===== src/rtl/bat_matcher.sv =====
module bat_matcher #(
  parameter int N  = 8,
  parameter int AW = 32,
  localparam int IW = $clog2(N)
) (
  input  logic          clk,
  input  logic          rst_n,
  input  logic          wr_en,
  input  logic          wr_bank,
  input  logic [IW-1:0] wr_idx,
  input  logic [AW-1:0] wr_base,
  input  logic [AW-1:0] wr_mask,
  input  logic [AW-1:0] wr_phys,
  input  logic          wr_sup_en,
  input  logic          wr_usr_en,
  input  logic [1:0]    wr_prot,
  input  logic [AW-1:0] lk_addr,
  input  logic          lk_data,
  input  logic          lk_user,
  input  logic          lk_write,
  output logic          hit,
  output logic [AW-1:0] phys_addr,
  output logic          can_read,
  output logic          can_write,
  output logic          can_exec
);

  logic [AW-1:0] base_q [2][N];
  logic [AW-1:0] mask_q [2][N];
  logic [AW-1:0] phys_q [2][N];
  logic          sup_q  [2][N];
  logic          usr_q  [2][N];
  logic [1:0]    prot_q [2][N];

  always_ff @(posedge clk) begin
    if (!rst_n) begin
      for (int b = 0; b < 2; b++)
        for (int i = 0; i < N; i++) begin
          sup_q[b][i]  <= 1'b0;
          usr_q[b][i]  <= 1'b0;
          prot_q[b][i] <= 2'd0;
          base_q[b][i] <= '0;
          mask_q[b][i] <= '0;
          phys_q[b][i] <= '0;
        end
    end else if (wr_en) begin
      base_q[wr_bank][wr_idx] <= wr_base;
      mask_q[wr_bank][wr_idx] <= wr_mask;
      phys_q[wr_bank][wr_idx] <= wr_phys;
      sup_q[wr_bank][wr_idx]  <= wr_sup_en;
      usr_q[wr_bank][wr_idx]  <= wr_usr_en;
      prot_q[wr_bank][wr_idx] <= wr_prot;
    end
  end

  logic [N-1:0] accept;
  logic [N-1:0] rw_ok;

  for (genvar i = 0; i < N; i++) begin : g_ent
    wire enabled = lk_user ? usr_q[lk_data][i] : sup_q[lk_data][i];
    wire match   = (lk_addr & mask_q[lk_data][i]) == base_q[lk_data][i];
    assign rw_ok[i]  = prot_q[lk_data][i][1];
    assign accept[i] = enabled && match && (prot_q[lk_data][i] != 2'd0)
                       && (!lk_write || rw_ok[i]);
  end

  logic [IW-1:0] sel;
  logic [AW-1:0] sel_mask;

  always_comb begin
    sel = '0;
    for (int i = N - 1; i >= 0; i--)
      if (accept[i]) sel = IW'(i);
  end

  assign sel_mask  = mask_q[lk_data][sel];
  assign hit       = |accept;
  assign phys_addr = hit ? (phys_q[lk_data][sel] | (lk_addr & ~sel_mask)) : '0;
  assign can_read  = hit;
  assign can_write = hit && rw_ok[sel];
  assign can_exec  = hit;

  p_miss_zero_r8: assert property (@(posedge clk) disable iff (!rst_n)
    !hit |-> (phys_addr == '0 && !can_read && !can_write && !can_exec));

  p_store_needs_write_r6: assert property (@(posedge clk) disable iff (!rst_n)
    (hit && lk_write) |-> can_write);

  p_exec_on_hit_r5: assert property (@(posedge clk) disable iff (!rst_n)
    hit |-> (can_exec && can_read));

  p_low_bits_pass_r4: assert property (@(posedge clk) disable iff (!rst_n)
    hit |-> ((phys_addr & ~sel_mask) == (lk_addr & ~sel_mask)));

  p_lowest_wins_r7: assert property (@(posedge clk) disable iff (!rst_n)
    hit |-> ((accept & ((N'(1) << sel) - N'(1))) == '0));

  p_reset_empty_r9: assert property (@(posedge clk)
    $past(!rst_n) |-> !hit);

endmodule


===== config.mk =====
export PLATFORM = sky130hd
export DESIGN_NAME = bat_matcher
export DESIGN_NICKNAME = d
export VERILOG_FILES = /design/src/rtl/bat_matcher.sv
export SDC_FILE = /design/constraint.sdc
export NUM_CORES = 2
export LEC_CHECK = 0
export ABC_AREA = 1
export CORE_UTILIZATION = 45
export DETAILED_ROUTE_END_ITERATION = 8
export SLEW_MARGIN = 25
export SYNTH_ARGS = -nofsm -noshare
export SYNTH_HDL_FRONTEND = slang
export SYNTH_SLANG_ARGS = --single-unit

===== constraint.sdc =====
create_clock -name clk -period 22 [get_ports clk]
set_input_delay 3.3 -clock clk [delete_from_list [all_inputs] [get_ports clk]]
set_output_delay 3.3 -clock clk [all_outputs]
set_load 0.02 [all_outputs]

### Word level (Yosys, flattened, before mapping)

Memory sizes are Yosys's and may differ from the RTL's.
Index checks and enable logic that the tools add are counted.

* bits in registers: 0
* memory bits (writable): 1600
* output and inout port bits: 36
* word-level logic and storage cells: 136
* memories: 6

Memory list
* base_q: words 2, bits a word 256, read ports 1, clocked after memory_dff 0, write ports 2, line 28 `logic [AW-1:0] base_q [2][N];`
* mask_q: words 2, bits a word 256, read ports 1, clocked after memory_dff 0, write ports 2, line 29 `logic [AW-1:0] mask_q [2][N];`
* phys_q: words 2, bits a word 256, read ports 1, clocked after memory_dff 0, write ports 2, line 30 `logic [AW-1:0] phys_q [2][N];`
* prot_q: words 2, bits a word 16, read ports 1, clocked after memory_dff 0, write ports 2, line 33 `logic [1:0] prot_q [2][N];`
* sup_q: words 2, bits a word 8, read ports 1, clocked after memory_dff 0, write ports 2, line 31 `logic sup_q [2][N];`
* usr_q: words 2, bits a word 8, read ports 1, clocked after memory_dff 0, write ports 2, line 32 `logic usr_q [2][N];`

* order comparisons: 4
* equal/unequal tests: 8
* multiplexer cells: 55
* bitwise logic cells: 13
* reduce and logical (&&, ||, !) cells: 50

Operators with widths (count)
* 2-to-1 mux 256 bit: 7
* OR reduction 256 bit: 3
* AND 32 bit: 9
* == test 32 bit: 8
* binary-select mux 32 bit (select 3 bit): 2
* 2-to-1 mux 32 bit: 6
* demux 32 bit (select 3 bit): 1
* 2-to-1 mux 16 bit: 3
* 2-to-1 mux 8 bit: 5
* NOT 32 bit: 1
* bitwise OR 32 bit: 1
* logical AND 1 bit: 26
* 2-to-1 mux 3 bit: 8
* OR reduction 8 bit: 3
* 2-to-1 mux 1 bit: 19
* nonzero test 2 bit: 8
* OR reduction 16 bit: 1
* >= comparator 4 bit (second input constant): 2
* logical OR 1 bit: 8
* NOT 3 -> 4 bit: 2
* demux 2 bit (select 3 bit): 1
* less-than comparator 3 x 4 -> 1 bit (second input constant): 1
* less-than comparator 4 x 1 -> 1 bit (second input constant): 1
* binary-select mux 1 bit (select 3 bit): 1
* other kinds (3): 3

### Longest topological paths before layout

An unclocked memory read counts as a cell.

* word-level depth: 22
* mapped depth: 30

### Least setup slack after synthesis

OpenSTA, ideal clock, no wires.

* path kind: in2out
* from: input lk_data
* to: output phys_addr[22]
* arrival: 6.043 ns
* slack: 12.657 ns
* stages: 16
* cell sequence: inv_2 buf_2 buf_2 buf_2 buf_1 nor2_1 o21ai_0 nand4_1 nor4_1 nand3_1 nand2_1 inv_2 nand3_1 clkbuf_1 nand2_1 nor2_1

* elaborated cells on any way between the ends: 90
* those cells by class: 8 x eq/ne; 23 x mux; 12 x bitwise; 41 x reduce/logical; 6 x memory

RTL lines
* from (decl): line 18 `input logic lk_data,`
* memory read (2 x 256 bit)
* AND 32 bit: line 61 `wire match = (lk_addr & mask_q[lk_data][i]) == base_q[lk_data][i];`
* == test 32 bit: line 61
* logical AND 1 bit (2 in a row): line 63 `assign accept[i] = enabled && match && (prot_q[lk_data][i] != 2'd0)`
* logical AND 1 bit: line 64 `&& (!lk_write || rw_ok[i]);`
* OR reduction 8 bit *: line 77 `assign hit = |accept;`
* net can_exec: line 25 `output logic can_exec`
* 2-to-1 mux 32 bit *: line 78 `assign phys_addr = hit ? (phys_q[lk_data][sel] | (lk_addr & ~sel_mask)) : '0;`
* to (decl): line 22 `output logic [AW-1:0] phys_addr,`

Mark *: on every way through the listed nets, which the timed path passes. The rest lies on a longest branch. The select of a mux whose other input is x is not followed.

### Worst setup path in the final report

* from: input lk_data
* to: output phys_addr[15]

* cells in the longest elaborated chain, start to end: 22
* elaborated cells on any way between the ends: 90
* those cells by class: 8 x eq/ne; 23 x mux; 12 x bitwise; 41 x reduce/logical; 6 x memory

RTL lines
* memory read (2 x 256 bit)
* AND 32 bit: line 61
* == test 32 bit: line 61
* logical AND 1 bit (2 in a row): line 63
* logical AND 1 bit: line 64
* 2-to-1 mux 3 bit (8 in a row): line 73 `if (accept[i]) sel = IW'(i);`
* NOT 3 -> 4 bit (implied by the code): line 76, 78
* binary-select mux 32 bit (select 3 bit): line 76 `assign sel_mask = mask_q[lk_data][sel];`
* 2-to-1 mux 32 bit (implied by the code) (2 in a row): line 76
* NOT 32 bit: line 78
* AND 32 bit: line 78
* bitwise OR 32 bit: line 78
* 2-to-1 mux 32 bit *: line 78

Every way passes the cells marked *; elsewhere a longest branch is shown, timed or not. The select of a mux whose other input is x is not followed.

==> metrics.txt <==
outcome=completed; area grow syn2layout=12.4%; Worst setup EP type=primary output; worst vdd ir=0.0843 mV; gpl congestion=1.02; Final Hold Viols=0; Critical Path Most Common Cell=nand2_1; total power draw=7310 uW; die height=407 um; Crit Path Category=primary input to primary output; setup TNS=0 ps; Vias=56600; clock transition at the registers of the reported paths=60 ps; power per cell area=88.0 nW/um2; NumNets Final=7629; worst reg2reg endpoint=usr_q[1][7]; Fin Clk Skew=0 ps; Post-CTS Setup Bufs=0; Post-Syn Nets=7597; HPWL after DPL=173000 um; commonest non-fill, non-tap cell in the layout=nand2_1; Post-synth EDFFs=1598; Crit Path Max Fanout=123; hold depth=2; clock sinks=1600; sequential share of power=50.3%; worst r2r src=usr_q[1][7]; worst min-delay path endpoint=sup_q[1][7]; max cap viols=0; relative slew slack=18.3%; DRC Markers=0; Pint=5380 uW; Comb power frac=11.1%; htree depth=4; Post-synth ARST share=0%; fmax=67.2 MHz; clock share of power=38.5%; minimum clock period=14870 ps; Mean Syn Cell Area=9.91 um2; I/O Buffers=177; global-route wire length before repair=394000 um; row count=148; Pre-antenna DRT Iters=6; all-layer global routing usage=33.4%; Die X=407 um; Lkg Pwr=0.0338 uW; post-cts resize count=0; Yosys warning total=0; Mapped Area=73900 um2; FF-to-FF setup slack=21410 ps; commonest non-fill, non-tap cells in the layout=nand2_1 (2370), edfxtp_1 (1598), nor2_1 (1329), nand3_1 (564), inv_1 (414); CP Cell Sequence=buf_8 > inv_8 > buf_12 > buf_4 > nand2_1 > nand2_1 > nand2_1 > xor2_1 > nor4_1 > nand2_1 > nor2_1 > nand3_1 > nand2_1 > inv_2 > nand2_1 > nor2_4 > buf_4 > inv_2 > nand2_1 > nor2_1 > nand2_1 > nand2_1 > nor2_1 > clkdlybuf4s50_1; Worst-Skew Late Latency=820 ps; crit path max-delay cell type=xor2_1; fraction of layout cells with a size suffix above 1=5.51%; reg2reg path depth=2; Clock Tree Root=clkbuf_16; sequential-to-total area share from yosys stat=65.0%; post-DR vias/cell=5.77; Routed Antenna Nets=0; Min-Delay Path Class=register to register; die area=166000 um2; initial drt markers=9359; Tcrit/Tclk final=67.6%; max-slew violations=0; hold_sp=sup_q[1][7]; DRT Wirelength=282000 um; Net Sw Frac=26.4%; register bit total from synthesis=1600; clock tree from TritonCTS=done; crit-path max cell delay=860 ps; I/O pin cnt=178; Initial Utilization=45.3%; largest net degree at the start of global routing=195; Synth cell types=41; Critical Path RT=18700 ps; Core Util, Final=51.0%; Psw=1930 uW; Critical Path Source Type=primary input; Syn Inst Count=7455; average routed wire per standard cell=28.8 um; Synth Flop Type=edfxtp_1; initial antenna violation count=19; hold-fix buffers at CTS=0; final setup fails=0; Slew @ Worst Pin=1210 ps; clk buf depth=3; GR Overflow Total=0; Inserted Clock Buffers=173; vias in the first global route=51700; critical path arrival=11570 ps; core area=163000 um2; RSZ-0062 raised after global routing=no
synthesized netlist by cell type (4+ instances only):
master / n / share of area, %
nor3_1: 17 / 0.12
nor2_1: 1335 / 6.8
nand3b_1: 4 / 0.041
clkbuf_1: 231 / 1.2
edfxtp_1: 1598 / 65
o22ai_1: 13 / 0.11
buf_4: 23 / 0.23
buf_1: 16 / 0.081
buf_6: 11 / 0.17
nand4_1: 35 / 0.30
mux2i_1: 243 / 3.3
xor2_1: 114 / 1.4
nand2_1: 2384 / 12
a21oi_1: 18 / 0.12
a22o_1: 4 / 0.047
or2_2: 53 / 0.45
buf_2: 142 / 0.96
a21boi_0: 11 / 0.11
xnor2_1: 5 / 0.059
nor4_1: 8 / 0.068
o21ai_0: 161 / 1.1
nand3_1: 570 / 3.9
inv_1: 414 / 2.1
o21ai_1: 8 / 0.054
inv_2: 4 / 0.020
a21o_1: 11 / 0.11
power groups by stage:
stage                     Clock [uW]  Combinational, uW  Sequential (uW)
after global placement             0                783             3730
after global routing            2920                850             3700
final                           2820                815             3680
after floorplan                    0                423             3740
after CTS                       2820                790             3680
after detailed placement           0                787             3740
per-stage QoR:
stage,instances,hold WS (ps),instance area [um2],setup WS [ps]
4_1_cts,9796,478,82900,7510
6_report,9811,478,83100,7130
2_1_floorplan,7455,449,73900,12660
5_1_grt,9804,520,83000,7080
3_3_place_gp,9482,464,77600,7470
3_5_place_dp,9484,467,77600,7530
worst max path at each step:
| stage | from | endpoint | slack [ps] | depth (start not counted) |
|---|---|---|---|---|
| finish | lk_data | phys_addr[15] | 7130 | 24 |
| global route | lk_data | phys_addr[15] | 7080 | 24 |
| CTS | lk_data | phys_addr[15] | 7510 | 26 |
| detailed placement | lk_data | phys_addr[15] | 7530 | 26 |
| global placement | lk_data | phys_addr[15] | 7470 | 26 |
| floorplan | lk_data | phys_addr[22] | 12660 | 16 |
final cells by class:
| type | instances | area (um2) |
|---|---|---|
| antenna | 12 | 30.0 |
| tap | 2175 | 2720 |
| fill | 14700 | 79900 |
| inverter | 418 | 1580 |
| timing repair buffer | 280 | 2720 |
| sequential | 1600 | 48000 |
| multi-input combinational | 5014 | 22600 |
| clock buffer | 226 | 4650 |
| clock inverter | 86 | 688 |
cells by family (layout without fill, tap and decap cells):
| group | Yosys count | count (layout) | share of synthesized area [%] |
|---|---|---|---|
| and+or+nand+nor | 4414 | 4414 | 23.8 |
| DFF | 1600 | 1600 | 65.0 |
| buffers and inverters | 841 | 1010 | 4.74 |
| muxes | 243 | 243 | 3.29 |
| AOI/OAI and AO/OA | 238 | 238 | 1.78 |
| xor gates and xnor gates | 119 | 119 | 1.41 |
| other | 0 | 12 | 0 |
worst max-delay path: cells and delay by family:
kind                      cells  cell delay [ps]
and+or+nand+nor              15             3040
buffers and inverters         8             4020
xor gates and xnor gates      1              860
state kept, by name, summed over array words and instances, names as in the netlist:
register and flops:
prot_q 32, phys_q 512, base_q 512, sup_q 16, mask_q 512, usr_q 16
per-layer routing:
layer	up-vias	global-route usage [%]	share of wire (%)
met5	-	0	0.029
met2	3894	49.0	43
met1	27400	46.4	39
met3	640	7.10	12
li1	24700	-	-
met4	12	17.8	5.8
(Power assumes the default switching activity.)
